File: src/rtl/ths_pkg.sv
package ths_pkg;

    typedef enum logic [2:0] {
        ST_IDLE,
        ST_LOAD,
        ST_ISSUE,
        ST_WAIT,
        ST_OUT
    } ths_state_e;

    typedef struct packed {
        logic use_il;
        logic par_sel;
        logic apr_zero;
    } half_sel_t;

endpackage

File: src/rtl/ths_cfg_latch.sv
module ths_cfg_latch #(
    parameter int BLK_W  = 13,
    parameter int ITER_W = 4
) (
    input  logic              clk,
    input  logic              rst_n,
    input  logic              capture,
    input  logic [BLK_W-1:0]  blk_in,
    input  logic [ITER_W-1:0] iters_in,
    output logic [BLK_W-1:0]  blk_q,
    output logic [ITER_W-1:0] iters_q
);

    logic [BLK_W-1:0]  blk_fix;
    logic [ITER_W-1:0] iters_fix;

    always_comb begin
        blk_fix   = (blk_in == '0)   ? BLK_W'(1)  : blk_in;
        iters_fix = (iters_in == '0) ? ITER_W'(1) : iters_in;
    end

    always_ff @(posedge clk or negedge rst_n) begin
        if (!rst_n) begin
            blk_q   <= BLK_W'(1);
            iters_q <= ITER_W'(1);
        end else if (capture) begin
            blk_q   <= blk_fix;
            iters_q <= iters_fix;
        end
    end

    // a captured value is never zero
    p_cfg_nonzero_r2: assert property (@(posedge clk) disable iff (!rst_n)
        (blk_q != '0) && (iters_q != '0));

endmodule

File: src/rtl/ths_half_sel.sv
module ths_half_sel
    import ths_pkg::*;
#(
    parameter int ITER_W = 4
) (
    input  logic              clk,
    input  logic              rst_n,
    input  logic              clear,
    input  logic              advance,
    input  logic [ITER_W-1:0] iters,
    output half_sel_t         sel,
    output logic              last
);

    localparam int HW = ITER_W + 1;

    logic [HW-1:0] half_cnt;
    logic [HW-1:0] last_idx;

    always_comb begin
        last_idx = {iters, 1'b0} - HW'(1);
        last     = (half_cnt == last_idx);
    end

    always_ff @(posedge clk or negedge rst_n) begin
        if (!rst_n) begin
            half_cnt <= '0;
        end else if (clear) begin
            half_cnt <= '0;
        end else if (advance) begin
            half_cnt <= half_cnt + HW'(1);
        end
    end

    always_comb begin
        sel.use_il   = half_cnt[0];
        sel.par_sel  = half_cnt[0];
        sel.apr_zero = (half_cnt == '0);
    end

    // the half counter never runs past the final half of the frame
    p_half_bound_r4: assert property (@(posedge clk) disable iff (!rst_n)
        (advance && !clear) |-> (half_cnt < last_idx));

endmodule

File: src/rtl/ths_hd_stream.sv
module ths_hd_stream #(
    parameter int BLK_W = 13,
    parameter int LLR_W = 8
) (
    input  logic                    clk,
    input  logic                    rst_n,
    input  logic                    run,
    input  logic [BLK_W-1:0]        blk,
    output logic                    rd_en,
    output logic [BLK_W-1:0]        rd_addr,
    input  logic signed [LLR_W-1:0] rd_data,
    output logic                    out_valid,
    output logic                    out_start,
    output logic                    out_end,
    output logic                    out_bit
);

    localparam int CW = BLK_W + 1;

    logic [CW-1:0] rd_cnt;
    logic [CW-1:0] blk_ext;
    logic          s1_valid;
    logic          s1_first;
    logic          s1_last;
    logic          llr_pos;

    always_comb begin
        blk_ext = {1'b0, blk};
        rd_en   = run && (rd_cnt < blk_ext);
        rd_addr = rd_cnt[BLK_W-1:0];
        llr_pos = !rd_data[LLR_W-1] && (rd_data != '0);
    end

    always_ff @(posedge clk or negedge rst_n) begin
        if (!rst_n) begin
            rd_cnt <= '0;
        end else if (!run) begin
            rd_cnt <= '0;
        end else if (rd_en) begin
            rd_cnt <= rd_cnt + CW'(1);
        end
    end

    always_ff @(posedge clk or negedge rst_n) begin
        if (!rst_n) begin
            s1_valid  <= 1'b0;
            s1_first  <= 1'b0;
            s1_last   <= 1'b0;
            out_valid <= 1'b0;
            out_start <= 1'b0;
            out_end   <= 1'b0;
            out_bit   <= 1'b0;
        end else begin
            s1_valid  <= rd_en;
            s1_first  <= rd_en && (rd_cnt == '0);
            s1_last   <= rd_en && (rd_cnt == blk_ext - CW'(1));
            out_valid <= s1_valid;
            out_start <= s1_first;
            out_end   <= s1_last;
            out_bit   <= s1_valid && llr_pos;
        end
    end

    // framing marks only ever sit on a valid bit
    p_mark_valid_r8: assert property (@(posedge clk) disable iff (!rst_n)
        (out_start || out_end) |-> out_valid);

    // each output bit follows its read strobe by two cycles
    p_out_lag_r8: assert property (@(posedge clk) disable iff (!rst_n)
        out_valid |-> $past(rd_en, 2));

    // addresses step by one between consecutive reads
    p_addr_step_r7: assert property (@(posedge clk) disable iff (!rst_n)
        (rd_en && $past(rd_en)) |-> (rd_addr == $past(rd_addr) + BLK_W'(1)));

endmodule

File: src/rtl/turbo_hiter_sched.sv
module turbo_hiter_sched
    import ths_pkg::*;
#(
    parameter int BLK_W  = 13,
    parameter int ITER_W = 4,
    parameter int LLR_W  = 8
) (
    input  logic                    clk,
    input  logic                    rst_n,
    input  logic                    in_valid,
    input  logic                    in_start,
    input  logic                    in_end,
    input  logic [BLK_W-1:0]        in_blk_size,
    input  logic [ITER_W-1:0]       in_iters,
    output logic                    ready,
    output logic [BLK_W-1:0]        cfg_blk_size,
    output logic                    siso_go,
    output logic                    siso_use_il,
    output logic                    siso_par_sel,
    output logic                    siso_apr_zero,
    input  logic                    siso_done,
    output logic                    llr_rd_en,
    output logic [BLK_W-1:0]        llr_rd_addr,
    input  logic signed [LLR_W-1:0] llr_rd_data,
    output logic                    out_valid,
    output logic                    out_start,
    output logic                    out_end,
    output logic                    out_bit
);

    ths_state_e        state_q;
    ths_state_e        state_d;
    logic              capture;
    logic              half_adv;
    logic              half_last;
    logic              stream_run;
    logic [ITER_W-1:0] iters_q;
    half_sel_t         sel;

    // state register
    always_ff @(posedge clk or negedge rst_n) begin
        if (!rst_n) begin
            state_q <= ST_IDLE;
        end else begin
            state_q <= state_d;
        end
    end

    // next-state logic
    always_comb begin
        state_d = state_q;
        unique case (state_q)
            ST_IDLE:  if (in_valid && in_start) state_d = ST_LOAD;
            ST_LOAD:  if (in_valid && in_end)   state_d = ST_ISSUE;
            ST_ISSUE: state_d = ST_WAIT;
            ST_WAIT:  if (siso_done) state_d = half_last ? ST_OUT : ST_ISSUE;
            ST_OUT:   if (out_end) state_d = ST_IDLE;
            default:  state_d = ST_IDLE;
        endcase
    end

    // state-decoded outputs
    always_comb begin
        ready      = (state_q == ST_IDLE);
        siso_go    = (state_q == ST_ISSUE);
        stream_run = (state_q == ST_OUT);
        capture    = (state_q == ST_IDLE) && in_valid && in_start;
        half_adv   = (state_q == ST_WAIT) && siso_done && !half_last;
    end

    ths_cfg_latch #(
        .BLK_W  (BLK_W),
        .ITER_W (ITER_W)
    ) cfg_i (
        .clk      (clk),
        .rst_n    (rst_n),
        .capture  (capture),
        .blk_in   (in_blk_size),
        .iters_in (in_iters),
        .blk_q    (cfg_blk_size),
        .iters_q  (iters_q)
    );

    ths_half_sel #(
        .ITER_W (ITER_W)
    ) half_i (
        .clk     (clk),
        .rst_n   (rst_n),
        .clear   (capture),
        .advance (half_adv),
        .iters   (iters_q),
        .sel     (sel),
        .last    (half_last)
    );

    always_comb begin
        siso_use_il   = sel.use_il;
        siso_par_sel  = sel.par_sel;
        siso_apr_zero = sel.apr_zero;
    end

    ths_hd_stream #(
        .BLK_W (BLK_W),
        .LLR_W (LLR_W)
    ) stream_i (
        .clk       (clk),
        .rst_n     (rst_n),
        .run       (stream_run),
        .blk       (cfg_blk_size),
        .rd_en     (llr_rd_en),
        .rd_addr   (llr_rd_addr),
        .rd_data   (llr_rd_data),
        .out_valid (out_valid),
        .out_start (out_start),
        .out_end   (out_end),
        .out_bit   (out_bit)
    );

    // each engine start lasts a single cycle
    p_go_single_r4: assert property (@(posedge clk) disable iff (!rst_n)
        siso_go |=> !siso_go);

    // ready is low in the end cycle and back the cycle after
    p_ready_end_low_r9: assert property (@(posedge clk) disable iff (!rst_n)
        out_end |-> !ready);
    p_ready_end_back_r9: assert property (@(posedge clk) disable iff (!rst_n)
        out_end |=> ready);

    // captured size holds while the block is busy
    p_cfg_hold_r2: assert property (@(posedge clk) disable iff (!rst_n)
        (!ready && !$past(ready)) |-> $stable(cfg_blk_size));

    // the zero a-priori half is always a natural-order half
    p_apr_first_r6: assert property (@(posedge clk) disable iff (!rst_n)
        (siso_go && siso_apr_zero) |-> (!siso_use_il && !siso_par_sel));

    // LLR reads never overlap engine starts or idle time
    p_rd_busy_r7: assert property (@(posedge clk) disable iff (!rst_n)
        llr_rd_en |-> (!siso_go && !ready));

    // selection is held steady while the engine runs
    p_sel_hold_r5: assert property (@(posedge clk) disable iff (!rst_n)
        (state_q == ST_WAIT && $past(state_q) == ST_WAIT)
            |-> ($stable(siso_use_il) && $stable(siso_par_sel)));

endmodule

File: config.mk
export PLATFORM = sky130hd
export DESIGN_NAME = turbo_hiter_sched
export DESIGN_NICKNAME = d
export VERILOG_FILES = /design/src/rtl/ths_pkg.sv /design/src/rtl/ths_cfg_latch.sv /design/src/rtl/ths_half_sel.sv /design/src/rtl/ths_hd_stream.sv /design/src/rtl/turbo_hiter_sched.sv
export SDC_FILE = /design/constraint.sdc
export NUM_CORES = 1
export LEC_CHECK = 0
export CORE_UTILIZATION = 51
export DETAILED_ROUTE_END_ITERATION = 6
export GPL_ROUTABILITY_DRIVEN = 0
export PLACE_DENSITY = 0.87
export SETUP_SLACK_MARGIN = 0.4
export SLEW_MARGIN = 20
export SYNTH_ARGS = -nofsm -noshare
export SYNTH_HDL_FRONTEND = slang
export SYNTH_HIERARCHICAL = 1
export SYNTH_SLANG_ARGS = --single-unit
File: constraint.sdc
create_clock -name clk -period 4.1 [get_ports clk]
set_input_delay 0.615 -clock clk [delete_from_list [all_inputs] [get_ports clk]]
set_output_delay 0.615 -clock clk [all_outputs]
set_load 0.01 [all_outputs]
Word-level counts from Yosys, hierarchy flattened
Cells that the tools add are included.
Operators by class
  reduce and logical (&&, ||, !) cells: 21
  $lt $le $gt $ge: 1
  muxes and demuxes: 12
  equal/unequal tests: 11
  $add $sub $neg: 4
Operators by type and width (count)
  $mux 14: 2
  $mux 3: 5
  $pmux 3 s5: 1
  $add 14x1->14 const B: 1
  $eq 14x14->1: 1
  $logic_not 14->1: 1
  $lt 14x13->1: 1
  $sub 13x1->14 const B: 1
  $logic_not 13->1: 1
  $mux 13: 1
  $logic_and 1x1->1: 11
  $mux 5: 2
  $ne 2x2->1 const B: 4
  $reduce_bool 8->1: 1
  $eq 3x2->1 const B: 2
  $add 5x1->5 const B: 1
  $eq 5x5->1: 1
  $logic_not 5->1: 1
  $sub 5x1->5 const B: 1
  $logic_not 4->1: 1
  $mux 4: 1
  $reduce_and 4->1: 1
  $eq 3x1->1 const B: 1
  $eq 3x3->1 const B: 1
  4 further kinds: 5
Word-level totals
  input bits: 31
  register bits: 46
  logic and storage cells: 61

Logic depth before layout (Yosys ltp)
  depth in word-level cells: 6
  mapped depth: 9

By module
Netlist, hierarchy kept.
By module, submodules not included
  ths_hd_stream: cells each 219, sequential area each 525.5 µm², area an instance 1905.6 µm², times used 1
  ths_cfg_latch: cells each 45, sequential area each 427.9 µm², area an instance 721.9 µm², times used 1
  ths_half_sel: cells each 36, sequential area each 125.1 µm², area an instance 357.8 µm², times used 1
  turbo_hiter_sched: cells each 21, sequential area each 75.1 µm², area an instance 206.4 µm², times used 1

Worst setup path after synthesis
OpenSTA, ideal clock, no wires.
  path kind: flip-flop to output port
  from: register cfg_i.blk_q[5]
  to: output llr_rd_en
  data required time: 3.485 ns
  path buffers: 1
  setup slack: 1.309 ns
  arrival: 2.176 ns
  stages on the path, launching flop included: 10
  cells stage by stage: dfrtp_1 > clkbuf_1 > inv_1 > ha_1 > and4_1 > o21ai_0 > a311oi_2 > nor2_1 > nand2_1 > inv_1
On the way
  cells in the longest elaborated chain, start to end: 2
RTL lines
  start, declared: RTL line ths_cfg_latch.sv:10  | output logic [BLK_W-1:0] blk_q,
  start signal, assigned: RTL line ths_cfg_latch.sv:27  | blk_q <= blk_fix;
  $lt 14x13->1: RTL line ths_hd_stream.sv:29  | rd_en = run && (rd_cnt < blk_ext);
  $logic_and 1x1->1: RTL line ths_hd_stream.sv:29
  end, declared: RTL line turbo_hiter_sched.sv:22  | output logic llr_rd_en,
Every way passes these cells.

Worst setup path in the final report
Same ends and word-level chain as after synthesis.

==> metrics.md <==
| Metric | Value |
|---|---|
| Status | finished clean |
| First-pass DRT Iterations | 4 |
| Via density | 5.819 |
| All-Layer GR Usage | 0.2382 |
| Clock transition at path regs | 80 ps |
| Syn_area_per_cell | 9.943 um2 |
| Initial antenna violation count | 0 |
| Post-synth EDFFs | 0 |
| Worst setup path class | flop to primary output |
| Root buf cell | clkbuf_8 |
| Leak pwr | 1.550 nW |
| Top cell type by total area after synthesis | dfrtp_1 |
| Setup_tns | 0 ps |
| IO Pins | 67 |
| Maximum clock rate | 0.2917 GHz |
| PwrDens | 536.3 nW/um2 |
| Worst Path Max Fanout | 9 |
| Vias | 2601 |
| Initial DRC count | 175 |
| Starting density of the core | 0.5328 |
| Vias in the first global route | 2642 |
| Largest net degree at the start of global routing | 47 |
| TritonCTS Buffers | 5 |
| Layout cells sized above 1 | 0.1156 |
| Register area share after synthesis | 0.3614 |
| Count leader, synth | dfrtp_1 |
| Peak VDD IR | 0.0004526 V |
| Worst setup EP type | primary output |
| Die span in y | 81.11 um |
| Hold slack | 313.4 ps |
| Final hold violations | 0 |
| Synth Instances | 321 |
| Min Tclk post-route | 3428 ps |
| Die ar. | 6579 um2 |
| Reg2reg start | cfg_i/blk_q[11] |
| Synth-to-Final Area Change | 20.74% |
| First-pass GRT wire length | 11.96 mm |
| Crit start category | flop |
| Reg area | 1154 um2 |
| Skew final | 8.073 ps |
| Synthesized flop and latch total | 46 |
| Core ar. | 5991 um2 |
| Nets | 422 |
| DRT Wirelength | 7.084 mm |
| Yosys cell types | 58 |
| Netlist Area Pre-Place | 3192 um2 |
| H-tree levels | 2 |
| Ys Warns | 6 |
| Clk_lat worst skew | 300 ps |
| DRC Markers | 0 |
| Slew margin rel. | 0.6005 |
| RSZ-0062 raised after global routing | no |
| Max clock buf depth | 2 |
| Worst Path Required | 3480 ps |
| Hpwl dp | 5.265 mm |
| DRT antenna net count | 0 |
| Endpoints failing setup | 0 |
| Die X | 81.11 um |
| Total gr overflow | 0 |
| Area taken by multi-input logic gates | 1755 um2 |
| Clock sink count | 46 |
| Worst slew pin tran | 594.7 ps |
| Synth async-reset ratio | 1.000 |
| CTS tree | yes |
| Top post-synthesis cells by area | dfrtp_1, ha_1, xnor2_1 |
| Final Max Tran Viols | 0 |
| Final worst path period share | 0.8361 |
| Synthesized net count | 371 |
| Port bufs | 66 |
| Row count | 28 |
| ANT cells | 0 |
| Critical Path Start | cfg_i/blk_q[5] |
| Synth top cells by count | dfrtp_1, xnor2_1, inv_1, nor2_1, ha_1 |
| Filler cells | 496 |
| Cts hold-fix bufs | 0 |
| Synth Flop Type | dfrtp_1 |
| Max_cap viols | 0 |
| Wire per inst | 15.85 um |
| Arr. time, crit path | 2810 ps |
| Top-area cell type share of the netlist area | 0.3450 |
| Worst hold path type | input pin to async pin |
report_power, final:
part           total [mW]  switching, mW  internal [mW]
sequential          0.793          0.213          0.579
clock               0.260          0.143          0.118
combinational        1.01          0.475          0.539
total                2.07          0.831           1.24
layout by cell type (no fill, tap or decap), drive strengths merged, types with 2 or more instances in the layout:
cell type / n
and4: 4
o211ai: 2
o21a: 2
xor2: 7
and3: 5
buf: 4
nor2: 26
dfstp: 2
mux2: 15
nand4b: 3
inv: 24
a2111oi: 2
o2111ai: 2
a21o: 2
nand3: 7
mux2i: 7
clkbuf: 7
nand2b: 2
nand4: 8
clkdlybuf4s50: 65
nor4: 9
a21oi: 8
dfrtp: 44
o21ai: 7
a211o: 2
nor3: 19
nor3b: 3
nand2: 17
or3: 3
a31oi: 3
ha: 19
xnor2: 25
nor4b: 4
critical path, cell delays in order (launching register included):
cell	delay (ps)
dfrtp_1	510
inv_1	100
ha_1	320
and4_1	190
o21ai_0	100
a311oi_2	470
nor2_2	140
nand2_1	150
inv_1	70
clkdlybuf4s50_1	470
worst paths after layout:
path                                        to  slack (ps)  cells after the start
setup / recovery                     llr_rd_en         670                      9
hold / removal              half_i/half_cnt[4]         310                      1
setup reg to reg           stream_i/rd_cnt[11]        1470                      8
hold reg to reg               stream_i/out_end         360                      0
max in group asynchronous     stream_i/s1_last        3390                      1
min in group clk              stream_i/out_end         360                      0
what timing repair did:
action | CTS | global route
hold endpoints to repair | 0 | 0
resized for setup | 0 | 2
setup endpoints to repair | 0 | 1
setup buffers | 0 | 1
sequential cells by signal (all words and copies together) (netlist names):
register / count
cfg_i/iters_q: 4
stream_i/s1_last: 1
stream_i/out_start: 1
stream_i/s1_valid: 1
stream_i/s1_first: 1
cfg_i/blk_q: 13
stream_i/rd_cnt: 14
stream_i/out_valid: 1
half_i/half_cnt: 5
stream_i/out_end: 1
stream_i/out_bit: 1
state_q: 3
per-layer routing:
metal	vias to the layer above	GRT usage	wire length [um]
met1	1260	0.2759	2981
met3	18	0.05843	456
met2	91	0.4160	3499
li1	1232	-	-
met5	-	0	0
met4	0	0.1018	146
per-stage QoR:
step	utilization	area [um2]	instances	total power [mW]	worst slack [ps]
floorplan	-	3192	321	1.473	1309
global placement	0.6278	3761	439	1.752	880.2
detailed placement	0.6278	3761	439	1.799	818.6
CTS	0.6406	3837	446	2.079	462.6
global route	0.6433	3854	447	2.226	472.1
finish	0.6433	3854	447	2.067	671.8
area by class of cell:
| type | instances | share of cell area |
|---|---|---|
| Timing Repair Buffer | 69 | 0.1766 |
| Clock buffer | 7 | 0.01981 |
| Inverter | 25 | 0.02435 |
| Multi-Input combinational cell | 225 | 0.4555 |
| Sequential cell | 46 | 0.2994 |
| Tap cell | 75 | 0.02435 |
logic make-up (layout without fill, tap and decap cells):
kind of cell             count (synthesis)  count (layout)  synth area share
AND/OR/NAND/NOR                        115             115            0.2109
buffers and inverters                   50             101           0.09055
flip-flops                              46              46            0.3614
AO/OA/AOI/OAI                           37              37           0.09173
XOR/XNOR                                32              32           0.08781
multiplexers                            22              22           0.08311
adder cells (fa/ha/maj)                 19              19           0.07448
No activity file was read; power rests on OpenSTA's default activity.
